===== config.mk =====
export PLATFORM = sky130hd
export DESIGN_NAME = burst_addr_ctr
export DESIGN_NICKNAME = d
export VERILOG_FILES = /design/src/rtl/burst_seq_pkg.sv /design/src/rtl/burst_beat_ctr.sv /design/src/rtl/burst_order_map.sv /design/src/rtl/burst_addr_ctr.sv
export SDC_FILE = /design/constraint.sdc
export NUM_CORES = 1
export LEC_CHECK = 0
export ABC_AREA = 1
export BUFFER_PORTS_ARGS = -buffer_cell sky130_fd_sc_hd__buf_4
export CORE_AREA = 2 2 39 41
export DETAILED_ROUTE_END_ITERATION = 10
export DIE_AREA = 0 0 41 43
export GPL_ROUTABILITY_DRIVEN = 0
export PLACE_DENSITY_LB_ADDON = 0.1
export SETUP_SLACK_MARGIN = 0.4
export SLEW_MARGIN = 30
export SYNTH_ARGS = -nofsm -noshare
export SYNTH_HDL_FRONTEND = slang
export SYNTH_SLANG_ARGS = --single-unit

===== constraint.sdc =====
create_clock -name clk -period 1 [get_ports clk]
set_input_delay 0.05 -clock clk [delete_from_list [all_inputs] [get_ports clk]]
set_output_delay 0.05 -clock clk [all_outputs]
set_load 0.1 [all_outputs]

===== src/rtl/burst_seq_pkg.sv =====
package burst_seq_pkg;
  typedef enum logic {
    ORDER_INTERLEAVED = 1'b0,
    ORDER_LINEAR      = 1'b1
  } burst_order_e;

  localparam int unsigned DEFAULT_OFF_W = 2;
endpackage


===== src/rtl/burst_beat_ctr.sv =====
module burst_beat_ctr #(
  parameter int unsigned OFF_W = 2
) (
  input  logic             clk,
  input  logic             rst_n,
  input  logic             burst_load,
  input  logic             beat_step,
  output logic [OFF_W-1:0] beat_q,
  output logic             final_beat
);
  localparam logic [OFF_W-1:0] LAST_BEAT = {OFF_W{1'b1}};

  always_ff @(posedge clk or negedge rst_n) begin
    if (!rst_n)          beat_q <= '0;
    else if (burst_load) beat_q <= '0;
    else if (beat_step)  beat_q <= beat_q + 1'b1;
  end

  assign final_beat = (beat_q == LAST_BEAT);

  // stepping from the last beat wraps to beat 0
  p_wrap_r9: assert property (@(posedge clk) disable iff (!rst_n)
    (final_beat && beat_step && !burst_load) |=> (beat_q == '0 && !final_beat));

  // the last beat can only be reached through a step
  p_last_entry_r8: assert property (@(posedge clk) disable iff (!rst_n)
    $rose(final_beat) |-> ($past(beat_step) && !$past(burst_load)));
endmodule


===== src/rtl/burst_order_map.sv =====
module burst_order_map
  import burst_seq_pkg::*;
#(
  parameter int unsigned OFF_W = 2
) (
  input  logic             clk,
  input  logic             rst_n,
  input  logic             burst_load,
  input  logic [OFF_W-1:0] start_d,
  input  logic             mode_d,
  input  logic [OFF_W-1:0] beat_q,
  output logic [OFF_W-1:0] offset
);
  logic [OFF_W-1:0] start_q;
  burst_order_e     order_q;

  function automatic logic [OFF_W-1:0] interleave_off(
    input logic [OFF_W-1:0] s, input logic [OFF_W-1:0] k);
    return s ^ k;
  endfunction

  function automatic logic [OFF_W-1:0] linear_off(
    input logic [OFF_W-1:0] s, input logic [OFF_W-1:0] k);
    return s + k;
  endfunction

  always_ff @(posedge clk or negedge rst_n) begin
    if (!rst_n) begin
      start_q <= '0;
      order_q <= ORDER_INTERLEAVED;
    end else if (burst_load) begin
      start_q <= start_d;
      order_q <= burst_order_e'(mode_d);
    end
  end

  always_comb begin
    if (order_q == ORDER_LINEAR) offset = linear_off(start_q, beat_q);
    else                         offset = interleave_off(start_q, beat_q);
  end

  // the captured order changes only at a load
  p_mode_held_r6: assert property (@(posedge clk) disable iff (!rst_n)
    !burst_load |=> $stable(order_q));

  // beat 0 always presents the captured start offset
  p_beat0_start_r9: assert property (@(posedge clk) disable iff (!rst_n)
    (beat_q == '0) |-> (offset == start_q));
endmodule


===== src/rtl/burst_addr_ctr.sv =====
module burst_addr_ctr
  import burst_seq_pkg::*;
#(
  parameter int unsigned OFF_W = DEFAULT_OFF_W
) (
  input  logic             clk,
  input  logic             rst_n,
  input  logic             load_i,
  input  logic [OFF_W-1:0] start_i,
  input  logic             mode_i,
  input  logic             adv_i,
  output logic [OFF_W-1:0] offset_o,
  output logic             last_o
);
  logic             burst_load;
  logic             beat_step;
  logic [OFF_W-1:0] beat_q;
  logic             final_beat;

  assign burst_load = load_i;
  assign beat_step  = adv_i && !load_i;

  burst_beat_ctr #(.OFF_W(OFF_W)) u_ctr (
    .clk        (clk),
    .rst_n      (rst_n),
    .burst_load (burst_load),
    .beat_step  (beat_step),
    .beat_q     (beat_q),
    .final_beat (final_beat)
  );

  burst_order_map #(.OFF_W(OFF_W)) u_map (
    .clk        (clk),
    .rst_n      (rst_n),
    .burst_load (burst_load),
    .start_d    (start_i),
    .mode_d     (mode_i),
    .beat_q     (beat_q),
    .offset     (offset_o)
  );

  assign last_o = final_beat;

  // a load presents the start offset next cycle, even with adv_i
  p_load_start_r2: assert property (@(posedge clk) disable iff (!rst_n)
    load_i |=> (offset_o == $past(start_i) && !last_o));

  // without load or advance the outputs hold
  p_hold_r3: assert property (@(posedge clk) disable iff (!rst_n)
    (!load_i && !adv_i) |=> ($stable(offset_o) && $stable(last_o)));

  // an advance from the last beat always leaves it
  p_last_exit_r8: assert property (@(posedge clk) disable iff (!rst_n)
    (last_o && adv_i) |=> !last_o);
endmodule


Yosys cells after proc, flatten, opt, wreduce, memory -nomap -nowiden
Cells that the tools add are included.
{"block": "op_classes", "n_bitwise": 1, "n_addsub": 2, "reduce_logical": 3, "muxes": 3, "n_eq_ne": 1}
{"operator": "$mux 2", "count": 3}
{"operator": "$add 2x1->2 const B", "count": 1}
{"operator": "$add 2x2->2", "count": 1}
{"operator": "$eq 2x2->1 const B", "count": 1}
{"operator": "$reduce_bool 2->1", "count": 1}
{"operator": "$xor 2x2->2", "count": 1}
{"operator": "$logic_and 1x1->1", "count": 1}
{"operator": "$logic_not 1->1", "count": 1}
{"block": "word_totals", "output_inout_bits": 3, "wordCells": 13, "reg_bits": 5}

Depth between registers and ports, before layout
{"block": "logic_depth", "word_depth": 4, "depth_mapped": 6, "mapped_depth_nobuf": 6}

Hierarchy
From an unflattened synthesis, not the netlist that was laid out.
{"block": "unflattened", "hier_cells": 38, "area_unflattened_um2": 276.5}
{"module": "burst_order_map", "seq_area_each_um2": 75.1, "cells_each": 24, "instances": 1, "area_each_um2": 168.9}
{"module": "burst_beat_ctr", "seq_area_each_um2": 50.0, "cells_each": 12, "instances": 1, "area_each_um2": 97.6}
{"module": "burst_addr_ctr", "seq_area_each_um2": 0.0, "cells_each": 2, "instances": 1, "area_each_um2": 10.0}

Worst setup path after synthesis
Ideal clock, no wire load.
{"block": "synth_timing", "path_kind": "register to output", "startpoint": "reg u_ctr.beat_q[0]", "endpoint": "out offset_o[1]", "arrival_ns": 1.373, "stages_incl_launch_ff": 7, "required_time_ns": 0.950, "path_buffers": 0, "path_slack_ns": -0.423, "cell_sequence": "dfrtp_1 -> ha_1 -> nand2_1 -> inv_1 -> nand3_1 -> nand2_1 -> inv_1"}
{"block": "synth_between", "elab_chain_len": 2}
{"element": "start, declared", "line": "burst_beat_ctr.sv:8", "rtl": "output logic [OFF_W-1:0] beat_q,"}
{"element": "start signal, assigned", "line": "burst_beat_ctr.sv:16", "rtl": "else if (beat_step) beat_q <= beat_q + 1'b1;"}
{"element": "$add 2x2->2", "line": "burst_order_map.sv:24", "rtl": "return s + k;"}
{"element": "$mux 2", "line": "burst_order_map.sv:38", "rtl": "if (order_q == ORDER_LINEAR) offset = linear_off(start_q, beat_q);"}
{"element": "end, declared", "line": "burst_addr_ctr.sv:12", "rtl": "output logic [OFF_W-1:0] offset_o,"}
No other way between the ends.

Worst setup path in the final report
{"block": "layout_timing", "startpoint": "reg u_map.start_q[0]", "endpoint": "out offset_o[1]"}
{"block": "layout_between", "elab_chain_len": 2}
{"element": "start, declared", "line": "burst_order_map.sv:14", "rtl": "logic [OFF_W-1:0] start_q;"}
{"element": "start signal, assigned", "line": "burst_order_map.sv:32", "rtl": "start_q <= start_d;"}
{"element": "$add 2x2->2", "line": "burst_order_map.sv:24"}
{"element": "$mux 2", "line": "burst_order_map.sv:38"}
No other way between the ends.

==> qor_table.md <==
| Quantity | This run |
| --- | --- |
| Flop and latch count out of synthesis | 5 |
| Period utilisation layout | 1.32 |
| Required @ worst endpoint | 0.95 ns |
| Distinct cell type count after synthesis | 10 |
| Unrepaired setup endpoints after global routing | true |
| Placed cell areas | 382 um^2 |
| Class of the tightest hold or removal check | input port to flop |
| First-pass GRT wire length | 959 um |
| Count of antenna diodes in the layout | 0 |
| FMAX | 758 MHz |
| Share of synthesized area occupied by flip-flops and latches | 0.485 |
| Run status | complete, but fails checks |
| Worst-margin pin slew | 0.154 ns |
| Net count after synthesis | 42 |
| Fraction of final layout cells with drive strength greater than 1 | 0.611 |
| GRT Overall Usage | 0.0898 |
| Worst reg-to-reg setup slack | -0.21 ns |
| Cell chosen for the clock root | sky130_fd_sc_hd__clkbuf_4 |
| Final min period | 1.32 ns |
| Worst-case clock buffer depth | 2 |
| DRC violation total after the first TritonRoute iteration | 1 |
| Starting density of the core | 0.186 |
| Final setup vio count | 4 |
| WS Path Type | flop to output port |
| Clock share of power | 0.283 |
| I/O Buffers | 9 |
| Critical Path Fanout Max | 2 |
| Max Clock Skew | 0.0000413 ns |
| Max-cap violations | 0 |
| Area of the mapped netlist | 258 um^2 |
| Final Max Slew Viols | 0 |
| Violations in the final reports | setup timing |
| Number of vias per cell after detailed routing | 3.94 |
| Cell Chain, Critical Path | ha_4, nand2_4, inv_2, nand3_2, nand2_2, clkinvlp_4, buf_12 |
| Clock H-tree levels | 1 |
| Synthesized instance count | 33 |
| Internal cell power | 0.532 mW |
| Highest cell delay on the worst timing path | 0.39 ns |
| Ys Warns | 0 |
| Power after layout | 0.832 mW |
| Total clock buffers created by CTS | 3 |
| Switching power | 0.299 mW |
| PD cells | 1550 nW/um^2 |
| Die H | 43 um |
| Post-placement setup slack | -0.181 ns |
| Via count of the first global-routing pass | 248 |
| Relative slew margins | 0.897 |
| Endpoint type of the worst setup path | output port |
| Post-route setup slack | -0.319 ns |
| TritonRoute pass-1 iters | 2 |
| Die Footprint | 1760 um^2 |
| Insertion delay to the later sink of the worst-skew pair | 0.24 ns |
| Top Ports | 10 |
| Post-Synthesis Mean Instance Area | 7.81 um^2 |
| Nets@finish | 64 |
| Leakage dissipation | 0.276 nW |
| CTS Sinks | 5 |
| Total DRC errors in the routed layout | 0 |
| Core area | 1380 um^2 |
| Area delta synth->final | 108% |
| Antenna violations before repair | 0 |
| Row count | 14 |
| Final ANT Viol Nets | 0 |
| Post-layout instance area | 536 um^2 |
| Clock transition time at the flip-flop clock pins of the worst setup and hold paths | 0.04 ns |
| Grt total ovfl | 0 |
| Portion of total power attributed to combinational logic | 0.428 |
| Vias | 276 |
| Hold Vio Cnt, Final | 0 |
| Sequential share of power | 0.289 |
| Pin count of the biggest net entering global routing | 8 |
| Net switching fraction of the power | 0.360 |
| Slowest CP cell | sky130_fd_sc_hd__dfrtp_1 |
| Chip Width | 41 um |
| Clock tree from TritonCTS | built |
| Total wirelength of the detailed-routed design | 582 um |
| Post-route setup TNS | -0.970 ns |
| Data arrival, critical path | 1.27 ns |
| Worst voltage drop across the vdd grid | 0.722 mV |
| Post-DR wirelength/cell | 8.31 um |
| Kind of start point of the critical path | flop |
## worst max-delay path, delay by kind of cell (launching register included)
| family | cells | cell delay [ns] |
|---|---|---|
| flip-flops | 1 | 0.39 |
| AND/OR/NAND/NOR | 3 | 0.18 |
| buffers and inverters | 3 | 0.30 |
| adder cells (fa/ha/maj) | 1 | 0.16 |
## placed cells by master (no fill, tap or decap)
cell type / n
sky130_fd_sc_hd__inv_1: 1
sky130_fd_sc_hd__buf_6: 2
sky130_fd_sc_hd__clkbuf_4: 3
sky130_fd_sc_hd__ha_4: 1
sky130_fd_sc_hd__nand3_2: 2
sky130_fd_sc_hd__ha_2: 1
sky130_fd_sc_hd__o21ai_2: 1
sky130_fd_sc_hd__nand2_1: 10
sky130_fd_sc_hd__clkinvlp_4: 1
sky130_fd_sc_hd__buf_12: 3
sky130_fd_sc_hd__nand2_4: 1
sky130_fd_sc_hd__nor2_1: 3
sky130_fd_sc_hd__buf_4: 11
sky130_fd_sc_hd__clkbuf_1: 1
sky130_fd_sc_hd__dfrtp_1: 5
sky130_fd_sc_hd__a21oi_2: 1
sky130_fd_sc_hd__inv_2: 3
sky130_fd_sc_hd__xnor2_2: 1
sky130_fd_sc_hd__nand2_2: 2
sky130_fd_sc_hd__dlygate4sd3_1: 1
## state kept, by name (all words and copies together), names as in the netlist
signal	flops
u_ctr.beat_q	2
u_map.order_q	1
u_map.start_q	2
## cell families after synthesis
logic type	Yosys count	synth area share
simple gates	18	0.272
buf+inv	5	0.0728
flops	5	0.485
compound gates	2	0.0388
fa+ha+maj	2	0.0971
xor+xnor	1	0.0340
## layer usage
layer  global-route usage  wire [um]
met5                    0          0
met4                0.120         30
met3               0.0314         38
met2                0.113        281
met1               0.0948        232
## power groups by stage
stage               Sequential (mW)  Clock (mW)  Combinational, mW
floorplan                     0.237           0              0.180
global placement              0.237           0              0.247
detailed placement            0.238           0              0.250
CTS                           0.239       0.249              0.333
global route                  0.242       0.265              0.381
finish                        0.240       0.236              0.356
## stage by stage
| step | hold WS, ns | util | cells |
|---|---|---|---|
| finish | 0.00450 | 0.387 | 70 |
| global route | 0.00681 | 0.387 | 70 |
| CTS | -0.00186 | 0.360 | 67 |
| detailed placement | -0.145 | 0.276 | 62 |
| global placement | -0.144 | 0.276 | 62 |
| floorplan | -0.246 | - | 33 |
## worst paths after layout
check                                                  start  cells past startpoint                           end
worst max-delay path            u_map.start_q[0]$_DFFE_PN0P_                      7                   offset_o[1]
worst min-delay path                              start_i[0]                      3  u_map.start_q[0]$_DFFE_PN0P_
worst max register to register   u_ctr.beat_q[0]$_DFFE_PN0P_                      5   u_ctr.beat_q[1]$_DFFE_PN0P_
worst min register to register     u_map.order_q$_DFFE_PN0P_                      3     u_map.order_q$_DFFE_PN0P_
max in group asynchronous                              rst_n                      2   u_ctr.beat_q[1]$_DFFE_PN0P_
min in group asynchronous                              rst_n                      2     u_map.order_q$_DFFE_PN0P_
## Yosys cell counts (all sizes together)
| cell | count | area, um^2 |
|---|---|---|
| a21oi | 1 | 5.00 |
| o21ai | 1 | 5.00 |
| nand3 | 2 | 10.0 |
| ha | 2 | 25.0 |
| dfrtp | 5 | 125 |
| xnor2 | 1 | 8.76 |
| nand2 | 13 | 48.8 |
| nor2 | 3 | 11.3 |
| inv | 5 | 18.8 |
## final cells by class
type                    instances  area (um^2)
clock buffers                   4         26.3
fillers                       142          848
inverters                       5         22.5
multi-input cells              23          166
flip-flops and latches          5          125
well taps                      16         20.0
repair buffers                 17          175
## timing repair
item,4_1_cts,5_1_grt
hold buffers,1,0
pin swaps,4,2
gates resized for setup,18,5
hold endpoints to repair,6,0
buffers inserted,0,3
cloned,0,0
setup endpoints to repair,7,8
Power figures use the tool's default switching activity.
